===== config.mk =====
export PLATFORM = sky130hd
export DESIGN_NAME = pwm_gray_engine
export DESIGN_NICKNAME = d
export VERILOG_FILES = /design/src/rtl/pge_pkg.sv /design/src/rtl/pge_key_decoder.sv /design/src/rtl/pge_ctrl.sv /design/src/rtl/pge_bright_store.sv /design/src/rtl/pge_pwm_core.sv /design/src/rtl/pwm_gray_engine.sv
export SDC_FILE = /design/constraint.sdc
export NUM_CORES = 2
export LEC_CHECK = 0
export BUFFER_PORTS_ARGS = -buffer_cell sky130_fd_sc_hd__buf_2
export CAP_MARGIN = 20
export CORE_ASPECT_RATIO = 0.75
export CORE_MARGIN = 3
export CORE_UTILIZATION = 62
export DETAILED_ROUTE_END_ITERATION = 8
export HOLD_SLACK_MARGIN = 0.15
export MAX_ROUTING_LAYER = met4
export PLACE_DENSITY = 0.81
export SETUP_SLACK_MARGIN = 0.4
export SKIP_LAST_GASP = 1
export SYNTH_ARGS = -nofsm -noshare
export SYNTH_HDL_FRONTEND = slang
export SYNTH_SLANG_ARGS = --single-unit
export TNS_END_PERCENT = 30

===== constraint.sdc =====
create_clock -name clk -period 3.3 [get_ports clk]
set_input_delay 0 -clock clk [delete_from_list [all_inputs] [get_ports clk]]
set_output_delay 0 -clock clk [all_outputs]
set_load 0.03 [all_outputs]

===== src/rtl/pge_pkg.sv =====
package pge_pkg;
    localparam int PGE_NCH      = 16;
    localparam int PGE_WORD_W   = 16;
    localparam int PGE_NARROW_W = 12;
    localparam int PGE_KEY_W    = 4;

    // configuration bit positions
    localparam int CFG_NARROW    = 15;
    localparam int CFG_NOSTAGGER = 14;
    localparam int CFG_AUTOSLEEP = 10;

    typedef enum logic [1:0] {K_IDLE, K_COUNT, K_EXEC} key_state_e;
    typedef enum logic {P_AWAKE, P_ASLEEP} pwr_state_e;
    typedef enum logic [2:0] {
        CMD_NONE, CMD_SWITCH, CMD_DLATCH, CMD_GLATCH, CMD_CFG
    } cmd_e;
endpackage


===== src/rtl/pge_key_decoder.sv =====
module pge_key_decoder
    import pge_pkg::*;
#(
    parameter int WORD_W = PGE_WORD_W,
    parameter int KEY_W  = PGE_KEY_W
) (
    input  logic              clk,
    input  logic              rst_n,
    input  logic              shift_en,
    input  logic              sdi,
    input  logic              latch_en,
    output cmd_e              cmd,
    output logic [WORD_W-1:0] word
);
    localparam logic [KEY_W-1:0] EDGE_MAX = '1;

    key_state_e       st, st_nx;
    logic [KEY_W-1:0] edges;
    logic [WORD_W-1:0] sreg;

    always_ff @(posedge clk) begin
        if (!rst_n) st <= K_IDLE;
        else        st <= st_nx;
    end

    always_comb begin
        st_nx = st;
        unique case (st)
            K_IDLE:  if (latch_en)  st_nx = K_COUNT;
            K_COUNT: if (!latch_en) st_nx = K_EXEC;
            K_EXEC:  st_nx = K_IDLE;
            default: st_nx = K_IDLE;
        endcase
    end

    always_ff @(posedge clk) begin
        if (!rst_n)
            edges <= '0;
        else if (st == K_EXEC)
            edges <= '0;
        else if (shift_en && latch_en && edges != EDGE_MAX)
            edges <= edges + 1'b1;
    end

    always_ff @(posedge clk) begin
        if (!rst_n)        sreg <= '0;
        else if (shift_en) sreg <= {sreg[WORD_W-2:0], sdi};
    end

    always_comb begin
        cmd = CMD_NONE;
        if (st == K_EXEC) begin
            unique case (edges)
                KEY_W'(1), KEY_W'(2): cmd = CMD_SWITCH;
                KEY_W'(3), KEY_W'(4): cmd = CMD_DLATCH;
                KEY_W'(5), KEY_W'(6): cmd = CMD_GLATCH;
                KEY_W'(7):            cmd = CMD_CFG;
                default:              cmd = CMD_NONE;
            endcase
        end
    end

    assign word = sreg;

    assert_cmd_after_fall_R1: assert property (@(posedge clk) disable iff (!rst_n)
        (cmd != CMD_NONE) |-> !$past(latch_en));
    assert_cmd_single_R1: assert property (@(posedge clk) disable iff (!rst_n)
        (cmd != CMD_NONE) |=> (cmd == CMD_NONE));
endmodule


===== src/rtl/pge_ctrl.sv =====
module pge_ctrl
    import pge_pkg::*;
#(
    parameter int NCH = PGE_NCH
) (
    input  logic           clk,
    input  logic           rst_n,
    input  cmd_e           cmd,
    input  logic [NCH-1:0] sw_word,
    input  logic           narrow_in,
    input  logic           nostag_in,
    input  logic           sleep_in,
    output logic [NCH-1:0] sw_q,
    output logic           narrow,
    output logic           no_stagger,
    output logic           awake,
    output logic           do_dlatch,
    output logic           do_glatch
);
    pwr_state_e ps, ps_nx;
    logic       autosleep;
    logic       sw_wr, sw_zero, cfg_wr;

    assign sw_wr   = (cmd == CMD_SWITCH);
    assign sw_zero = (sw_word == '0);

    always_ff @(posedge clk) begin
        if (!rst_n) ps <= P_AWAKE;
        else        ps <= ps_nx;
    end

    always_comb begin
        ps_nx = ps;
        unique case (ps)
            P_AWAKE:  if (sw_wr && sw_zero && autosleep) ps_nx = P_ASLEEP;
            P_ASLEEP: if (sw_wr && !sw_zero)             ps_nx = P_AWAKE;
            default:  ps_nx = P_AWAKE;
        endcase
    end

    always_comb begin
        awake     = 1'b0;
        do_dlatch = 1'b0;
        do_glatch = 1'b0;
        cfg_wr    = 1'b0;
        unique case (ps)
            P_AWAKE: begin
                awake     = 1'b1;
                do_dlatch = (cmd == CMD_DLATCH);
                do_glatch = (cmd == CMD_GLATCH);
                cfg_wr    = (cmd == CMD_CFG);
            end
            P_ASLEEP: ;
            default: ;
        endcase
    end

    always_ff @(posedge clk) begin
        if (!rst_n)     sw_q <= '0;
        else if (sw_wr) sw_q <= sw_word;
    end

    always_ff @(posedge clk) begin
        if (!rst_n) begin
            narrow     <= 1'b0;
            no_stagger <= 1'b0;
            autosleep  <= 1'b0;
        end else if (cfg_wr) begin
            narrow     <= narrow_in;
            no_stagger <= nostag_in;
            autosleep  <= sleep_in;
        end
    end

    assert_asleep_switch_zero_R10: assert property (@(posedge clk) disable iff (!rst_n)
        !awake |-> (sw_q == '0));
    assert_cfg_frozen_asleep_R10: assert property (@(posedge clk) disable iff (!rst_n)
        !awake |=> ($stable(narrow) && $stable(no_stagger)));
endmodule


===== src/rtl/pge_bright_store.sv =====
module pge_bright_store
    import pge_pkg::*;
#(
    parameter int NCH    = PGE_NCH,
    parameter int WORD_W = PGE_WORD_W
) (
    input  logic                         clk,
    input  logic                         rst_n,
    input  logic                         do_dlatch,
    input  logic                         do_glatch,
    input  logic [WORD_W-1:0]            word,
    output logic [NCH-1:0][WORD_W-1:0]   level
);
    localparam int IDX_W = $clog2(NCH);
    localparam logic [IDX_W-1:0] IDX_TOP = IDX_W'(NCH - 1);

    logic [NCH-1:0][WORD_W-1:0] stage_q;
    logic [NCH-1:0][WORD_W-1:0] level_q;
    logic [IDX_W-1:0]           idx;

    always_ff @(posedge clk) begin
        if (!rst_n)         idx <= IDX_TOP;
        else if (do_glatch) idx <= IDX_TOP;
        else if (do_dlatch) idx <= idx - 1'b1;
    end

    for (genvar g = 0; g < NCH; g++) begin : g_chan
        always_ff @(posedge clk) begin
            if (!rst_n)
                stage_q[g] <= '0;
            else if (do_dlatch && idx == IDX_W'(g))
                stage_q[g] <= word;
        end

        if (g == 0) begin : g_direct
            always_ff @(posedge clk) begin
                if (!rst_n)         level_q[g] <= '0;
                else if (do_glatch) level_q[g] <= word;
            end
        end else begin : g_buffered
            always_ff @(posedge clk) begin
                if (!rst_n)         level_q[g] <= '0;
                else if (do_glatch) level_q[g] <= stage_q[g];
            end
        end
    end

    assign level = level_q;

    assert_idx_home_R3: assert property (@(posedge clk) disable iff (!rst_n)
        do_glatch |=> (idx == IDX_TOP));
    assert_level_hold_R2: assert property (@(posedge clk) disable iff (!rst_n)
        !do_glatch |=> $stable(level_q));
endmodule


===== src/rtl/pge_pwm_core.sv =====
module pge_pwm_core
    import pge_pkg::*;
#(
    parameter int NCH      = PGE_NCH,
    parameter int WORD_W   = PGE_WORD_W,
    parameter int NARROW_W = PGE_NARROW_W
) (
    input  logic                       clk,
    input  logic                       rst_n,
    input  logic                       pwm_tick,
    input  logic                       awake,
    input  logic                       narrow,
    input  logic                       no_stagger,
    input  logic [NCH-1:0]             sw,
    input  logic [NCH-1:0][WORD_W-1:0] level,
    output logic [NCH-1:0]             led
);
    localparam logic [WORD_W-1:0] NMASK =
        {{(WORD_W-NARROW_W){1'b0}}, {NARROW_W{1'b1}}};

    logic [WORD_W-1:0] cnt, mask, cnt_eff;
    logic [NCH-1:0]    cmp, delayed;

    always_ff @(posedge clk) begin
        if (!rst_n)        cnt <= '0;
        else if (!awake)   cnt <= '0;
        else if (pwm_tick) cnt <= narrow ? ((cnt + 1'b1) & NMASK) : (cnt + 1'b1);
    end

    assign mask    = narrow ? NMASK : '1;
    assign cnt_eff = cnt & mask;

    for (genvar g = 0; g < NCH; g++) begin : g_cmp
        assign cmp[g] = (level[g] & mask) > cnt_eff;
    end

    assign delayed[0] = cmp[0];
    for (genvar g = 1; g < NCH; g++) begin : g_stagger
        logic [g-1:0] dl;
        if (g == 1) begin : g_one
            always_ff @(posedge clk) begin
                if (!rst_n)        dl <= '0;
                else if (!awake)   dl <= '0;
                else if (pwm_tick) dl <= cmp[g];
            end
        end else begin : g_many
            always_ff @(posedge clk) begin
                if (!rst_n)        dl <= '0;
                else if (!awake)   dl <= '0;
                else if (pwm_tick) dl <= {dl[g-2:0], cmp[g]};
            end
        end
        assign delayed[g] = dl[g-1];
    end

    always_ff @(posedge clk) begin
        if (!rst_n)      led <= '0;
        else if (!awake) led <= '0;
        else             led <= sw & (no_stagger ? cmp : delayed);
    end

    assert_led_within_switch_R8: assert property (@(posedge clk) disable iff (!rst_n)
        (led & ~$past(sw)) == '0);
    assert_narrow_upper_clear_R5: assert property (@(posedge clk) disable iff (!rst_n)
        (awake && pwm_tick && narrow) |=> ((cnt & ~NMASK) == '0));
    assert_wide_wrap_R4: assert property (@(posedge clk) disable iff (!rst_n)
        (awake && pwm_tick && !narrow && cnt == '1) |=> (cnt == '0));
    assert_dark_asleep_R10: assert property (@(posedge clk) disable iff (!rst_n)
        !awake |=> (led == '0));
endmodule


===== src/rtl/pwm_gray_engine.sv =====
module pwm_gray_engine
    import pge_pkg::*;
#(
    parameter int NCH      = PGE_NCH,
    parameter int WORD_W   = PGE_WORD_W,
    parameter int NARROW_W = PGE_NARROW_W,
    parameter int KEY_W    = PGE_KEY_W
) (
    input  logic           clk,
    input  logic           rst_n,
    input  logic           ser_shift,
    input  logic           ser_data,
    input  logic           ser_latch,
    input  logic           pwm_tick,
    output logic [NCH-1:0] led_on
);
    cmd_e                       cmd;
    logic [WORD_W-1:0]          word;
    logic [NCH-1:0]             sw_q;
    logic                       narrow, no_stagger, awake;
    logic                       do_dlatch, do_glatch;
    logic [NCH-1:0][WORD_W-1:0] level;

    pge_key_decoder #(.WORD_W(WORD_W), .KEY_W(KEY_W)) u_key (
        .clk(clk), .rst_n(rst_n), .shift_en(ser_shift), .sdi(ser_data),
        .latch_en(ser_latch), .cmd(cmd), .word(word)
    );

    pge_ctrl #(.NCH(NCH)) u_ctrl (
        .clk(clk), .rst_n(rst_n), .cmd(cmd), .sw_word(word[NCH-1:0]),
        .narrow_in(word[CFG_NARROW]), .nostag_in(word[CFG_NOSTAGGER]),
        .sleep_in(word[CFG_AUTOSLEEP]), .sw_q(sw_q), .narrow(narrow),
        .no_stagger(no_stagger), .awake(awake), .do_dlatch(do_dlatch),
        .do_glatch(do_glatch)
    );

    pge_bright_store #(.NCH(NCH), .WORD_W(WORD_W)) u_store (
        .clk(clk), .rst_n(rst_n), .do_dlatch(do_dlatch), .do_glatch(do_glatch),
        .word(word), .level(level)
    );

    pge_pwm_core #(.NCH(NCH), .WORD_W(WORD_W), .NARROW_W(NARROW_W)) u_core (
        .clk(clk), .rst_n(rst_n), .pwm_tick(pwm_tick), .awake(awake),
        .narrow(narrow), .no_stagger(no_stagger), .sw(sw_q), .level(level),
        .led(led_on)
    );
endmodule


==> results.tsv <==
metric	value	unit
status	completed	
drt-vias-per-instance	5.993	
clk_latency	0.62	ns
crit_type	flip-flop to flip-flop	
synth_edf_count	0	
ir_drop	0.0004539	V
grt_usage	0.3087	
grt_max_degree	151	
routabilityCongestion	0.9148	
maxClockFrequency	0.3514	GHz
ios	22	
antenna_cells	0	
start_util	0.6338	
cts_sinks	694	
setup_viol	0	
crit_chain	inv_1 > ha_1 > or3_1 > or3_4 > nor2_2 > and3_1 > buf_4 > mux2i_1 > nor2b_1	
arrival	3.35	ns
crit_buf_inv	2	
grt-ovfl-total	0	
synth_seq_cells	694	
required	3.81	ns
synthesis.area	32150	µm²
cts_buffer_depth	3	
powerDensity	471.8	nW/µm²
r2r_end	u_store.stage_q[100]	
drt_iter0_markers	2387	
p_seq_frac	0.515	
cap_violations	0	
relSlewSlack	0.1505	
setup_slack	0.4540	ns
postRouteAntennaNets	0	
ys_seq_area_frac	0.4322	
rows	71	
fin_nets	3607	
min_to	u_key.st[1]	
hold_viol_final	0	
die-area	54650	µm²
top_layer	met4	
fp.dieH	203.2	µm
drv_slew	0	
routed-wl-met2	37070	µm
syn-mean-instance-area	9.453	µm²
cp_top_family	simple AND/OR/NAND/NOR gates	
async_flop_share	0	
hp-start	ser_latch	
cp_slowest_cell	nor2_2	
ctsHtreeMaxLevel	2	
synth.distinct_cells	51	
hold_depth	3	
vias	24510	
synth_mux_area_frac	0.1193	
met1_length	36530	µm
synth.net_count	3657	
crit_fanout	16	
critical-path-max-stage-delay	0.41	ns
regToRegSetupSlack	0.45	ns
rsz0062_at_grt	true	
drt_pre_antenna_iters	8	
r2r_cells	9	
root_buffer	clkbuf_16	
hp-class	primary input to flip-flop	
hpwl	52730	µm
switching_share	0.2201	
cp-start-kind	flip-flop	
rr_startpoint	u_key.edges[0]	
pwr-share-comb	0.041	
dpl_worst_slack	0.2559	ns
grt_pass1_vias	24260	
syn-instance-count	3401	
finalSetupTns	0	ns
drive_gt1_frac	0.06594	
synth_xor_area_frac	0.009535	
totalWireLength	83660	µm
synth-simple-area-share	0.1834	
clkSlewWorstSetupHoldPaths	0.07	ns
synth_ff_type	dfxtp_1	
cp-end-kind	flip-flop	
p_leak	13.09	nW
power.share.clock	0.444	
yosysWarnings	0	
io_buffers	21	
core	50720	µm²
synthAdderAreaFrac	0.09730	
p_int	0.01279	W
p_switching	0.003609	W
grt_pass1_wl	130500	µm
met3WireLength	6346	µm
cts_tree	yes	
antenna_found_initial	0	
period_share	0.8624	
synth_top_family_by_area	simple AND/OR/NAND/NOR gates	
area_delta_synth_final	8.099	%
wire_per_inst	20.46	µm
cts_made_buffers	61	
tightest_slew	1.273	ns
period_minus_slack	2.846	ns
synth_compound_area_frac	0.1122	
die_w	268.9	µm
drc_errors	0	
skew	0.01318	ns
-- per-layer routing --
| layer | global-route usage | vias to the layer above |
|---|---|---|
| li1 | - | 11510 |
| met1 | 0.4061 | 11810 |
| met2 | 0.4789 | 913 |
| met3 | 0.04800 | 274 |
| met4 | 0.1233 | 0 |
| met5 | - | - |
-- registers in the layout, indices dropped and copies added (netlist names) --
signal               cells
u_key.word              16
u_core.cnt              16
u_ctrl.narrow            1
u_core.g_stagger.dl    120
u_store.level          256
u_key.st                 2
u_ctrl.autosleep         1
u_ctrl.ps                1
u_store.idx              4
u_ctrl.sw_q             16
u_store.stage_q        240
u_ctrl.no_stagger        1
u_key.edges              4
u_core.led              16
-- kinds of logic after synthesis --
logic type | count (synthesis)
flops | 694
compound gates | 532
fa+ha+maj | 250
simple gates | 1232
mux | 383
buf+inv | 275
xor+xnor | 35
-- how the worst max path moves through the flow --
stage	startpoint	endpoint	slack, ns	cells past startpoint
floorplan	u_ctrl.narrow	u_core.led[3]	0.74	10
finish	u_key.edges[0]	u_store.stage_q[100]	0.45	9
global placement	u_core.cnt[11]	u_core.led[3]	0.29	9
global route	u_key.edges[1]	u_store.stage_q[248]	0.38	8
CTS	u_key.edges[0]	u_store.stage_q[77]	0.43	9
detailed placement	u_core.cnt[11]	u_core.led[3]	0.26	9
-- power groups by stage --
stage	Clock, W	Combinational (W)	Sequential, W
after floorplan	0	0.000449	0.00861
after global placement	0	0.000617	0.00863
after detailed placement	0	0.000636	0.00863
after CTS	0.00733	0.000647	0.00844
after global routing	0.00766	0.000712	0.00844
final	0.00729	0.000666	0.00844
-- final cells by class --
type                       instances  area [µm²]
timing repair buffer             117        1010
tap                              693       867.1
multi-input combinational       2433       16800
sequential                       694       13900
inverter                          44       168.9
clock inverter                    21       240.2
fill                            3698       15970
clock buffer                      88        1768
-- placed cells by master, fill, tap and decap left out, drive strengths merged, types with 6 or more instances in the layout --
cell type	netlist	final
mux2i	382	382
a21boi	256	256
ha	250	250
nor4	16	16
dlygate4sd3	0	6
nor3	7	7
nor2	151	152
dfxtp	694	694
a22o	13	13
and3	28	28
nand3	34	34
clkbuf	136	88
clkinv	0	13
a21o	7	7
a31o	13	13
inv	44	45
xnor2	30	30
a21oi	132	132
nor2b	341	341
nand2	573	573
o21ai	52	52
buf	95	111
nand4	61	61
or3	8	8
o211ai	15	15
o2111ai	29	29
-- tightest hold or removal path: cells and delay by family --
kind	cells	cell delay [ns]
buffers and inverters	2	0.77
AND/OR/NAND/NOR	1	0.06
-- metrics by stage --
stage | hold slack [ns] | total power (W) | util | cells | cell area [µm²]
after global placement | 0.2371 | 0.009245 | 0.6425 | 3969 | 32590
after floorplan | 0.07752 | 0.009060 | - | 3401 | 32150
after global routing | 0.2638 | 0.01681 | 0.6851 | 4090 | 34750
final | 0.2646 | 0.01640 | 0.6851 | 4090 | 34750
after CTS | 0.2462 | 0.01641 | 0.6837 | 4086 | 34680
after detailed placement | 0.2544 | 0.009266 | 0.6425 | 3969 | 32590
-- what timing repair did --
action                                  in CTS  in global routing
endpoints found under the setup margin       2                 91
cloned                                       0                  1
pin swaps                                    0                  1
hold buffers                                 6                  0
setup buffers                                2                  0
endpoints found under the hold margin      126                  0
gates resized for setup                      2                  1
-- synth_stat cells, drive strengths merged, types with 4 or more instances --
library cell,count,area [µm²]
nand3,34,170.2
xor2,5,43.79
ha,250,3128
a22o,13,113.9
and2,4,25.03
nor2b,341,2133
a31o,13,113.9
a21oi,132,660.6
o21ai,52,260.3
a21boi,256,1922
o2111ai,29,254.0
nand2b,4,25.02
mux2i,382,3824
clkbuf,136,510.5
nand2,573,2151
nor4,16,100.1
or3,8,55.05
o211ai,15,112.6
and3,28,200.2
nor3,7,35.03
dfxtp,694,13890
inv,44,165.2
a2111oi,4,35.03
xnor2,30,262.8
nand4,61,381.6
a21o,7,52.55
nor2,151,574.3
buf,95,807.0
No activity file was read; power rests on OpenSTA's default activity.
